### src/rtl/ptw_pkg.sv
package ptw_pkg;

    typedef enum logic [2:0] {
        ST_IDLE     = 3'd0,
        ST_READ_DIR = 3'd1,
        ST_WAIT_DIR = 3'd2,
        ST_READ_PTE = 3'd3,
        ST_WAIT_PTE = 3'd4,
        ST_DONE     = 3'd5
    } walk_state_e;

endpackage

### src/rtl/ptw_index_split.sv
module ptw_index_split #(
    parameter int ADDR_W   = 32,
    parameter int DIR_BITS = 8,
    parameter int OFF_BITS = 13,
    localparam int TBL_BITS = ADDR_W - DIR_BITS - OFF_BITS
) (
    input  logic [ADDR_W-1:0]   vaddr,
    output logic [DIR_BITS-1:0] dir_idx,
    output logic [TBL_BITS-1:0] tbl_idx,
    output logic [OFF_BITS-1:0] page_off
);
    assign dir_idx  = vaddr[ADDR_W-1 -: DIR_BITS];
    assign tbl_idx  = vaddr[OFF_BITS +: TBL_BITS];
    assign page_off = vaddr[OFF_BITS-1:0];
endmodule

### src/rtl/ptw_entry_addr.sv
module ptw_entry_addr #(
    parameter int ADDR_W      = 32,
    parameter int IDX_W       = 8,
    parameter int ENTRY_BYTES = 4,
    localparam int ENTRY_SHIFT = $clog2(ENTRY_BYTES)
) (
    input  logic [ADDR_W-1:0] table_base,
    input  logic [IDX_W-1:0]  index,
    output logic [ADDR_W-1:0] entry_addr
);
    logic [ADDR_W-1:0] byte_off;

    assign byte_off   = {{(ADDR_W-IDX_W){1'b0}}, index} << ENTRY_SHIFT;
    assign entry_addr = table_base + byte_off;
endmodule

### src/rtl/ptw_entry_decode.sv
module ptw_entry_decode #(
    parameter int ADDR_W      = 32,
    parameter int OFF_BITS    = 13,
    parameter int PRESENT_BIT = 0
) (
    input  logic [ADDR_W-1:0] entry,
    output logic              present,
    output logic [ADDR_W-1:0] frame_base
);
    logic unused_low_bits;

    assign present         = entry[PRESENT_BIT];
    assign frame_base      = {entry[ADDR_W-1:OFF_BITS], {OFF_BITS{1'b0}}};
    assign unused_low_bits = ^entry[OFF_BITS-1:0];
endmodule

### src/rtl/ptw_walker.sv
module ptw_walker
    import ptw_pkg::*;
#(
    parameter int ADDR_W      = 32,
    parameter int DIR_BITS    = 8,
    parameter int OFF_BITS    = 13,
    parameter int ENTRY_BYTES = 4,
    parameter int PRESENT_BIT = 0,
    localparam int TBL_BITS   = ADDR_W - DIR_BITS - OFF_BITS
) (
    input  logic              clk,
    input  logic              rst_n,
    input  logic              req_valid,
    output logic              req_ready,
    input  logic [ADDR_W-1:0] req_vaddr,
    input  logic [ADDR_W-1:0] req_dir_base,
    output logic              mem_req_valid,
    input  logic              mem_req_ready,
    output logic [ADDR_W-1:0] mem_req_addr,
    input  logic              mem_rsp_valid,
    input  logic [ADDR_W-1:0] mem_rsp_data,
    output logic              walk_done,
    output logic              walk_fault,
    output logic [ADDR_W-1:0] walk_paddr
);

    typedef struct packed {
        walk_state_e       state;
        logic [ADDR_W-1:0] vaddr;
        logic [ADDR_W-1:0] dir_base;
        logic [ADDR_W-1:0] tbl_base;
        logic [ADDR_W-1:0] paddr;
        logic              fault;
    } walk_regs_t;

    walk_regs_t walk_d, walk_q;

    logic [DIR_BITS-1:0] dir_idx;
    logic [TBL_BITS-1:0] tbl_idx;
    logic [OFF_BITS-1:0] page_off;
    logic [ADDR_W-1:0]   dir_entry_addr;
    logic [ADDR_W-1:0]   pte_entry_addr;
    logic                rsp_present;
    logic [ADDR_W-1:0]   rsp_frame;

    ptw_index_split #(
        .ADDR_W  (ADDR_W),
        .DIR_BITS(DIR_BITS),
        .OFF_BITS(OFF_BITS)
    ) u_split (
        .vaddr   (walk_q.vaddr),
        .dir_idx (dir_idx),
        .tbl_idx (tbl_idx),
        .page_off(page_off)
    );

    ptw_entry_addr #(
        .ADDR_W     (ADDR_W),
        .IDX_W      (DIR_BITS),
        .ENTRY_BYTES(ENTRY_BYTES)
    ) u_dir_addr (
        .table_base(walk_q.dir_base),
        .index     (dir_idx),
        .entry_addr(dir_entry_addr)
    );

    ptw_entry_addr #(
        .ADDR_W     (ADDR_W),
        .IDX_W      (TBL_BITS),
        .ENTRY_BYTES(ENTRY_BYTES)
    ) u_pte_addr (
        .table_base(walk_q.tbl_base),
        .index     (tbl_idx),
        .entry_addr(pte_entry_addr)
    );

    ptw_entry_decode #(
        .ADDR_W     (ADDR_W),
        .OFF_BITS   (OFF_BITS),
        .PRESENT_BIT(PRESENT_BIT)
    ) u_decode (
        .entry     (mem_rsp_data),
        .present   (rsp_present),
        .frame_base(rsp_frame)
    );

    // Next-state logic for the whole walk.
    always_comb begin
        walk_d = walk_q;
        unique case (walk_q.state)
            ST_IDLE: begin
                if (req_valid) begin
                    walk_d.vaddr    = req_vaddr;
                    walk_d.dir_base = req_dir_base;
                    walk_d.paddr    = '0;
                    walk_d.fault    = 1'b0;
                    walk_d.state    = ST_READ_DIR;
                end
            end
            ST_READ_DIR: begin
                if (mem_req_ready) walk_d.state = ST_WAIT_DIR;
            end
            ST_WAIT_DIR: begin
                if (mem_rsp_valid) begin
                    if (rsp_present) begin
                        walk_d.tbl_base = rsp_frame;
                        walk_d.state    = ST_READ_PTE;
                    end else begin
                        walk_d.fault = 1'b1;
                        walk_d.paddr = '0;
                        walk_d.state = ST_DONE;
                    end
                end
            end
            ST_READ_PTE: begin
                if (mem_req_ready) walk_d.state = ST_WAIT_PTE;
            end
            ST_WAIT_PTE: begin
                if (mem_rsp_valid) begin
                    if (rsp_present) begin
                        walk_d.paddr = rsp_frame | {{(ADDR_W-OFF_BITS){1'b0}}, page_off};
                        walk_d.fault = 1'b0;
                    end else begin
                        walk_d.paddr = '0;
                        walk_d.fault = 1'b1;
                    end
                    walk_d.state = ST_DONE;
                end
            end
            ST_DONE: begin
                walk_d.state = ST_IDLE;
            end
            default: begin
                walk_d.state = ST_IDLE;
            end
        endcase
    end

    always_ff @(posedge clk) begin
        if (!rst_n) begin
            walk_q <= '{state: ST_IDLE, default: '0};
        end else begin
            walk_q <= walk_d;
        end
    end

    assign req_ready     = (walk_q.state == ST_IDLE);
    assign mem_req_valid = (walk_q.state == ST_READ_DIR) || (walk_q.state == ST_READ_PTE);
    assign mem_req_addr  = (walk_q.state == ST_READ_PTE) ? pte_entry_addr : dir_entry_addr;
    assign walk_done     = (walk_q.state == ST_DONE);
    assign walk_fault    = walk_q.fault;
    assign walk_paddr    = walk_q.paddr;

    AST_REQ_HELD: assert property (@(posedge clk) disable iff (!rst_n)
        mem_req_valid && !mem_req_ready |=> mem_req_valid && $stable(mem_req_addr));
    AST_ONE_OUTSTANDING: assert property (@(posedge clk) disable iff (!rst_n)
        mem_req_valid && mem_req_ready |=> !mem_req_valid);
    AST_DONE_PULSE: assert property (@(posedge clk) disable iff (!rst_n)
        walk_done |=> !walk_done);
    AST_BUSY_AFTER_ACCEPT: assert property (@(posedge clk) disable iff (!rst_n)
        req_valid && req_ready |=> !req_ready && !walk_done);
    AST_FAULT_ZERO_ADDR: assert property (@(posedge clk) disable iff (!rst_n)
        walk_done && walk_fault |-> walk_paddr == '0);
    AST_OFFSET_KEPT: assert property (@(posedge clk) disable iff (!rst_n)
        walk_done && !walk_fault |-> walk_paddr[OFF_BITS-1:0] == walk_q.vaddr[OFF_BITS-1:0]);

endmodule

### config.mk
export PLATFORM = sky130hd
export DESIGN_NAME = ptw_walker
export DESIGN_NICKNAME = d
export VERILOG_FILES = /design/src/rtl/ptw_pkg.sv /design/src/rtl/ptw_index_split.sv /design/src/rtl/ptw_entry_addr.sv /design/src/rtl/ptw_entry_decode.sv /design/src/rtl/ptw_walker.sv
export SDC_FILE = /design/constraint.sdc
export NUM_CORES = 1
export LEC_CHECK = 0
export ABC_AREA = 1
export BUFFER_PORTS_ARGS = -buffer_cell sky130_fd_sc_hd__buf_2
export CAP_MARGIN = 20
export CORE_MARGIN = 1.5
export CORE_UTILIZATION = 30
export DETAILED_ROUTE_END_ITERATION = 10
export GPL_ROUTABILITY_DRIVEN = 1
export PLACE_DENSITY = 0.52
export SETUP_SLACK_MARGIN = 0.1
export SYNTH_ARGS = -nofsm -noshare
export SYNTH_HDL_FRONTEND = slang
export SYNTH_SLANG_ARGS = --single-unit
### constraint.sdc
create_clock -name clk -period 3.89 [get_ports clk]
set_input_delay 0.5835 -clock clk [delete_from_list [all_inputs] [get_ports clk]]
set_output_delay 0.5835 -clock clk [all_outputs]
set_load 0.02 [all_outputs]
==> results of run 1 <==
==> synth_stat cells (all sizes together), types with 2 or more instances <==
library cell / number
nand2: 312
nor2: 146
dfxtp: 119
nand3: 88
inv: 75
a21oi: 67
o21ai: 65
buf: 53
clkbuf: 27
ha: 8
nor3: 8
or2: 7
nand4: 4
clkinv: 2
==> metal layers <==
| layer | wire (um) | vias to the layer above | share of wire, % |
|---|---|---|---|
| met5 | 23 | - | 0.13 |
| met4 | 167 | 4 | 0.92 |
| met3 | 1050 | 13 | 5.8 |
| met2 | 8473 | 115 | 46 |
| met1 | 8532 | 2704 | 47 |
| li1 | - | 3297 | - |
==> kinds of logic (layout without fill, tap and decap cells) <==
| logic type | count (synthesis) | after routing | share of synthesized area [%] |
|---|---|---|---|
| XOR/XNOR | 2 | 2 | 0.2799 |
| buffers and inverters | 157 | 274 | 12.14 |
| adder cells (fa/ha/maj) | 9 | 9 | 1.919 |
| AND/OR/NAND/NOR | 566 | 566 | 36.75 |
| AO/OA/AOI/OAI | 134 | 134 | 10.86 |
| flip-flops | 119 | 119 | 38.06 |
==> stage by stage <==
stage | cell area [um2] | worst slack [ns] | instances | hold WS [ns]
6_report | 7600 | 0.8371 | 1374 | 0.4417
5_1_grt | 7600 | 0.6051 | 1374 | 0.4312
4_1_cts | 7600 | 0.7768 | 1374 | 0.4281
3_5_place_dp | 6982 | 1.239 | 1342 | 0.4404
3_3_place_gp | 6982 | 1.249 | 1342 | 0.4351
2_1_floorplan | 6259 | 1.586 | 987 | 0.4245
==> sequential cells by signal, summed over array words and instances, names as in the netlist <==
name	cells
walk_q	86
walk_paddr	32
walk_fault	1
==> worst max-delay path, stage by stage (launching register included) <==
cell	delay (ns)
dfxtp_1	0.31
ha_1	0.23
fa_1	0.45
nand2_1	0.12
nand3_1	0.09
and2_1	0.17
nand2_1	0.08
nand2_1	0.10
nand2_1	0.07
nand2_1	0.04
nand2_1	0.08
nand2_1	0.06
nand2_1	0.09
buf_2	0.16
==> power groups by stage <==
stage	combinational, mW	sequential (mW)	clock [mW]
after global placement	2.15	1.76	0
after detailed placement	2.16	1.76	0
final	2.12	1.73	1.64
after floorplan	1.75	1.70	0
after CTS	2.16	1.74	1.69
after global routing	2.42	1.78	1.75
==> how the worst max path moves through the flow <==
stage / startpoint / endpoint / slack [ns] / cells past startpoint
finish: walk_q[121] / mem_req_addr[26] / 0.84 / 13
global placement: walk_q[121] / mem_req_addr[26] / 1.25 / 13
detailed placement: walk_q[121] / mem_req_addr[26] / 1.24 / 13
CTS: walk_q[121] / mem_req_addr[26] / 0.78 / 13
global route: walk_q[121] / mem_req_addr[26] / 0.61 / 13
floorplan: walk_q[121] / mem_req_addr[10] / 1.59 / 10
==> layout make-up <==
type	instances	share of cell area (%)
Sequential cell	119	31.35
Tap cell	270	4.445
Clock buffer	22	6.240
Inverter	77	3.803
Multi-Input combinational cell	711	41.11
Timing Repair Buffer	165	11.16
Clock inverter	10	1.893
==> qor.csv, run 1 <==
stage,metric,value,unit
cells_and_area,multi-input logic area,3124,um2
power_and_ir_drop,sequential share of power,31.6,%
cells_and_area,nets,1201,
cells_and_area,Seq. cell area,2382,um2
worst_setup_path,path depth of the worst reg2reg path,7,
clock_tree,clk_lat worst skew,0.41,ns
clock_tree,post_cts resized,0,
floorplanning,IO Pins,169,
synthesis,post-synth top area share,38.06,%
worst_setup_path,Critical Path AT,2.47,ns
synthesis,post-synth top area cell,dfxtp_1,
clock_tree,clk slew on worst S/H paths,0.06,ns
power_and_ir_drop,Clock power frac,29.9,%
cells_and_area,most frequent cells in the layout,"309 x nand2_1, 156 x buf_2, 142 x nor2_1",
sta,Max Clock Skew,0.007225,ns
synthesis,Mapped Nets,1097,
synthesis,syn avg cell area,6.341,um2
cells_and_area,share of cells above drive strength 1,19.29,%
placed_design,detailed placement HPWL,13250,um
grt,M1 GR Usage,21.93,%
synthesis,Async SR Flop Fraction,0,%
routing,# DRC,0,
worst_setup_path,reg2reg end,walk_q[55],
clock_tree,CTS sink count,119,
synthesis,"Primary FF master, synth",dfxtp_1,
clock_tree,Post-CTS Setup Inserts,0,
synthesis,count of cell types in the netlist,29,
floorplanning,initial cell density of the core,30.73,%
sta,Final Hold Vio Count,0,
grt,vias in the first global route,5758,
worst_setup_path,Reg-to-Reg Start,walk_q[131],
power_and_ir_drop,Int Pwr,3.286,mW
flow_run,Max Cap Viol,0,
synthesis,Yosys reg bits,119,
routing,Routed Antenna Nets,0,
sta,f_max,327.6,MHz
worst_setup_path,R2R setup slack,1.52,ns
routing,DRT Pass-1 Iters,4,
routing,Vias,6133,
worst_setup_path,CP Launch Type,flop,
synthesis,Mapped Area,6259,um2
routing,Via-to-Cell Ratio,4.464,
worst_setup_path,Crit Path Class,reg2out,
sta,measured slew at the worst slew-check pin,0.8458,ns
grt,GRT busiest layer,met2,
routing,routed wire length,18250,um
clock_tree,CTS max path bufs,2,
worst_hold_path,Hold Startpoint,req_vaddr[9],
routing,DRT iter0 DRCs,282,
worst_hold_path,Hold EP,walk_q[106],
power_and_ir_drop,Lkg Pwr,3.690,nW
power_and_ir_drop,Tot Pwr,5.493,mW
worst_setup_path,CP Max Fanout,4,
power_and_ir_drop,worst vdd ir,0.3221,mV
worst_setup_path,CP endpoint kind,output port,
grt,total track usage,17.31,%
synthesis,register area share after synthesis,38.06,%
grt,first-pass GRT wire length,29630,um
clock_tree,H-tree depth,4,
sta,Slew HR,43.61,%
clock_tree,CTS tree,yes,
power_and_ir_drop,Switch Pwr,2.207,mW
cells_and_area,final core utilization,37.32,%
cells_and_area,# fillers,2250,
clock_tree,TritonCTS buffer count,17,
synthesis,Synth Warn #,0,
floorplanning,Rows,52,
placed_design,input/output buffers,156,
worst_hold_path,worst hold path class,in2reg,
grt,largest net degree at the start of global routing,86,
floorplanning,Die X,147.4,um
clock_tree,CTS Root Cell,clkbuf_16,
clock_tree,Hold Buf Count CTS,0,
grt,GR met3 Demand/Resource,5.062,%
power_and_ir_drop,Cell Pwr Density,722.7,nW/um2
grt,met2 Track Usage GR,28.99,%
power_and_ir_drop,Switching Fraction,40.18,%
routing,routed wire length per instance,13.28,um
sta,fin crit share,78.48,%
worst_hold_path,hold path depth,3,
cells_and_area,Diodes inserted,0,
sta,setup_tns,0,ns
power_and_ir_drop,Comb pwr share,38.5,%
sta,max-slew violations,0,
floorplanning,Die Area,21740,um2
synthesis,number of synthesized flops with an enable pin,0,
synthesis,largest cells by area after synthesis,"dfxtp_1 38%, nand2_1 19%, nor2_1 8.5%",
placed_design,gpl congestion,0.8217,
floorplanning,Die H,147.4,um
status,status,finished clean,
cells_and_area,"commonest non-fill, non-tap cell in the layout",nand2_1,
cells_and_area,Area Growth Syn to Fin,21.43,%
synthesis,Syn Inst Count,987,
sta,RSZ-0062 raised after global routing,no,
grt,Overflow after GRT,0,
sta,"Setup violations, final",0,
sta,min Tclk post-route,3.053,ns
grt,initial antenna violation count,2,
worst_setup_path,Critical Path RT,3.31,ns
floorplanning,core area,20360,um2
No activity file was read; power rests on OpenSTA's default activity.
==> inputs of run 2 (changes only) <==
Settings changed: ABC_AREA 1 to 0, PLACE_DENSITY 0.52 to 0.54.
Clock period 3.89 ns to 2.5 ns, I/O delays scaled along.
==> run 2 against run 1 <==
  * The run now ends with setup timing left
  * Die area fell by 5.8%
  * Register-to-register slack lost 0.85 ns
  * Area after synthesis decreased by 5.9%
  * Combinational power is 62% lower
  * Worst hold slack got worse by 0.24 ns
  * Non-clock buffer count up 36
  * Critical endpoint is now mem_req_addr[16]
  * Largest cell class unchanged
==> qor.csv, run 2 <==
stage,metric,value,unit
status,status,"complete, but fails checks",
clock_tree,CTS tree,yes,
power_and_ir_drop,Clock power frac,47.3,%
routing,DRT Pass-1 Iters,5,
cells_and_area,Biggest register,walk_q,
sta,max-slew violations,0,
grt,largest net degree at the start of global routing,120,
sta,Final Hold Vio Count,0,
worst_setup_path,path depth of the worst reg2reg path,7,
worst_setup_path,CP endpoint kind,output port,
floorplanning,Die Area,20480,um2
synthesis,number of synthesized flops with an enable pin,0,
synthesis,register area share after synthesis,40.45,%
worst_hold_path,Hold EP,walk_q[98],
worst_setup_path,Critical Path RT,2.12,ns
clock_tree,TritonCTS buffer count,17,
grt,first-pass GRT wire length,26900,um
clock_tree,clk_lat worst skew,0.42,ns
clock_tree,clk slew on worst S/H paths,0.06,ns
sta,f_max,354.9,MHz
floorplanning,IO Pins,169,
synthesis,"Primary FF master, synth",dfxtp_1,
power_and_ir_drop,Comb pwr share,15.0,%
routing,Via-to-Cell Ratio,4.564,
sta,Slew HR,65.81,%
floorplanning,initial cell density of the core,30.46,%
worst_setup_path,Crit Path Class,reg2out,
power_and_ir_drop,sequential share of power,37.8,%
placed_design,gpl congestion,0.8090,
routing,Routed Antenna Nets,0,
grt,initial antenna violation count,3,
cells_and_area,"commonest non-fill, non-tap cell in the layout",nand2_1,
placed_design,input/output buffers,156,
sta,"Setup violations, final",25,
floorplanning,Die H,143.1,um
clock_tree,CTS Root Cell,clkbuf_16,
worst_hold_path,hold path depth,3,
grt,vias in the first global route,5042,
grt,total track usage,17.19,%
floorplanning,Rows,51,
synthesis,Mapped Area,5889,um2
worst_setup_path,CP Max Fanout,6,
sta,RSZ-0062 raised after global routing,yes,
routing,# DRC,0,
sta,fin crit share,112.7,%
synthesis,count of cell types in the netlist,40,
power_and_ir_drop,Switch Pwr,1.428,mW
flow_run,Max Cap Viol,0,
routing,DRT iter0 DRCs,308,
cells_and_area,share of cells above drive strength 1,33.48,%
power_and_ir_drop,Lkg Pwr,3.248,nW
clock_tree,H-tree depth,4,
synthesis,post-synth top area share,40.45,%
clock_tree,CTS max path bufs,2,
power_and_ir_drop,Int Pwr,4.015,mW
synthesis,commonest cells in the synthesized netlist,"236 x nand2_1, 119 x dfxtp_1, 114 x a21boi_0",
cells_and_area,count of non-filler cells in the finished layout,1171,
synthesis,syn avg cell area,7.811,um2
synthesis,post-synth top area cell,dfxtp_1,
sta,"Worst Setup Slack, final",-0.3180,ns
cells_and_area,nets,1002,
floorplanning,Die X,143.1,um
sta,measured slew at the worst slew-check pin,0.5128,ns
power_and_ir_drop,Switching Fraction,26.23,%
worst_setup_path,R2R setup slack,0.67,ns
cells_and_area,most frequent cells in the layout,"231 x nand2_1, 135 x buf_2, 110 x a21boi_0",
synthesis,Async SR Flop Fraction,0,%
synthesis,Synth Warn #,0,
status,violated checks,setup timing,
worst_setup_path,Reg-to-Reg Start,walk_q[131],
synthesis,Mapped Nets,864,
power_and_ir_drop,Cell Pwr Density,677.0,nW/um2
cells_and_area,Area Growth Syn to Fin,36.50,%
placed_design,dpl cells,1127,
power_and_ir_drop,worst vdd ir,0.4315,mV
clock_tree,CTS sink count,119,
placed_design,detailed placement HPWL,12310,um
worst_setup_path,Critical Path AT,2.44,ns
routing,Vias,5344,
routing,routed wire length,17500,um
routing,routed wire length per instance,14.94,um
sta,setup_tns,-4.701,ns
sta,Max Clock Skew,0.006686,ns
worst_setup_path,CP Launch Type,flop,
synthesis,largest cells by area after synthesis,"dfxtp_1 40%, nand2_1 15%, a21boi_0 15%",
floorplanning,core area,19330,um2
worst_hold_path,worst hold path class,in2reg,
worst_hold_path,Hold Startpoint,req_vaddr[1],
sta,min Tclk post-route,2.818,ns
synthesis,Yosys reg bits,119,
cells_and_area,max reg flops,86,
sta,hold slack,0.1989,ns
worst_setup_path,reg2reg end,walk_paddr[29],
synthesis,most frequent cell after synthesis,nand2_1,
synthesis,Syn Inst Count,754,
grt,Overflow after GRT,0,
==> run 2: cell types whose count changed after synthesis, moves of 10 or more <==
cell	before	now
nand2_1	310	236
o21ai_0	64	21
xnor2_1	1	16
a21oi_1	67	22
a21boi_0	0	114
nor2_1	142	16
nand3_1	88	43
inv_1	72	5
xor2_1	1	11
==> run 2: worst max path at each step <==
stage	start	endpoint	slack (ns)	cells after the start
after floorplan	walk_q[121]	mem_req_addr[14]	0.12	9
after global placement	walk_q[121]	mem_req_addr[30]	-0.19	9
after detailed placement	walk_q[121]	mem_req_addr[30]	-0.19	9
after CTS	walk_q[67]	mem_req_addr[30]	-0.36	9
after global routing	walk_q[67]	mem_req_addr[30]	-0.42	9
final	walk_q[67]	mem_req_addr[16]	-0.32	9
==> run 2: area by class of cell <==
| cell class | count | area, um2 |
|---|---|---|
| multi-input combinational | 548 | 3405 |
| sequential | 119 | 2399 |
| fill | 1997 | 11300 |
| inverter | 5 | 18.77 |
| clock inverter | 13 | 178.9 |
| antenna | 1 | 2.502 |
| clock buffer | 19 | 442.9 |
| tap | 265 | 331.6 |
| timing repair buffer | 201 | 1261 |
==> run 2: cells by family after synthesis <==
family                     share of synthesized area, %
DFF                                               40.45
AOI/OAI and AO/OA                                 20.69
muxes                                            0.3399
and+or+nand+nor                                   24.37
buffers and inverters                             8.095
adders and majority gates                         2.040
xor gates and xnor gates                          4.015
==> run 2: power groups by stage <==
stage | Sequential [mW] | Clock [mW] | Combinational [mW]
after floorplan | 2.07 | 0 | 0.436
after global placement | 2.08 | 0 | 0.743
after detailed placement | 2.09 | 0 | 0.745
after CTS | 2.05 | 2.64 | 0.799
after global routing | 2.07 | 2.72 | 0.892
final | 2.06 | 2.57 | 0.814
==> run 2: repair_timing <==
item / CTS / global route
setup buffers: 5 / 6
resized for setup: 73 / 35
gates cloned: 1 / 0
pin swaps: 31 / 28
hold buffers: 0 / 0
endpoints found under the setup margin: 29 / 31
==> run 2: per-layer routing <==
metal	up-vias	global-route usage (%)	wire length (um)
met5	-	0	25
li1	2746	-	-
met2	135	25.81	7669
met4	4	4.992	283
met3	26	5.298	1017
met1	2433	23.56	8500
==> run 2: stage by stage <==
stage | setup WS, ns | util (%) | cell area (um2) | power [mW]
after floorplan | 0.1176 | - | 5904 | 2.505
after global placement | -0.1878 | 35.66 | 6894 | 2.827
after detailed placement | -0.1863 | 35.66 | 6894 | 2.830
after CTS | -0.3639 | 40.48 | 7826 | 5.486
after global routing | -0.4215 | 41.56 | 8036 | 5.681
final | -0.3180 | 41.58 | 8039 | 5.443
==> run 2: critical path, stage by stage, from the launching register on <==
cell and delay, ns:
dfxtp_2 0.33, ha_4 0.16, fa_2 0.38, a21oi_4 0.19
o21ai_4 0.09, o22a_4 0.24, nand3_1 0.11, xor2_1 0.21
o21ai_1 0.14, buf_4 0.18
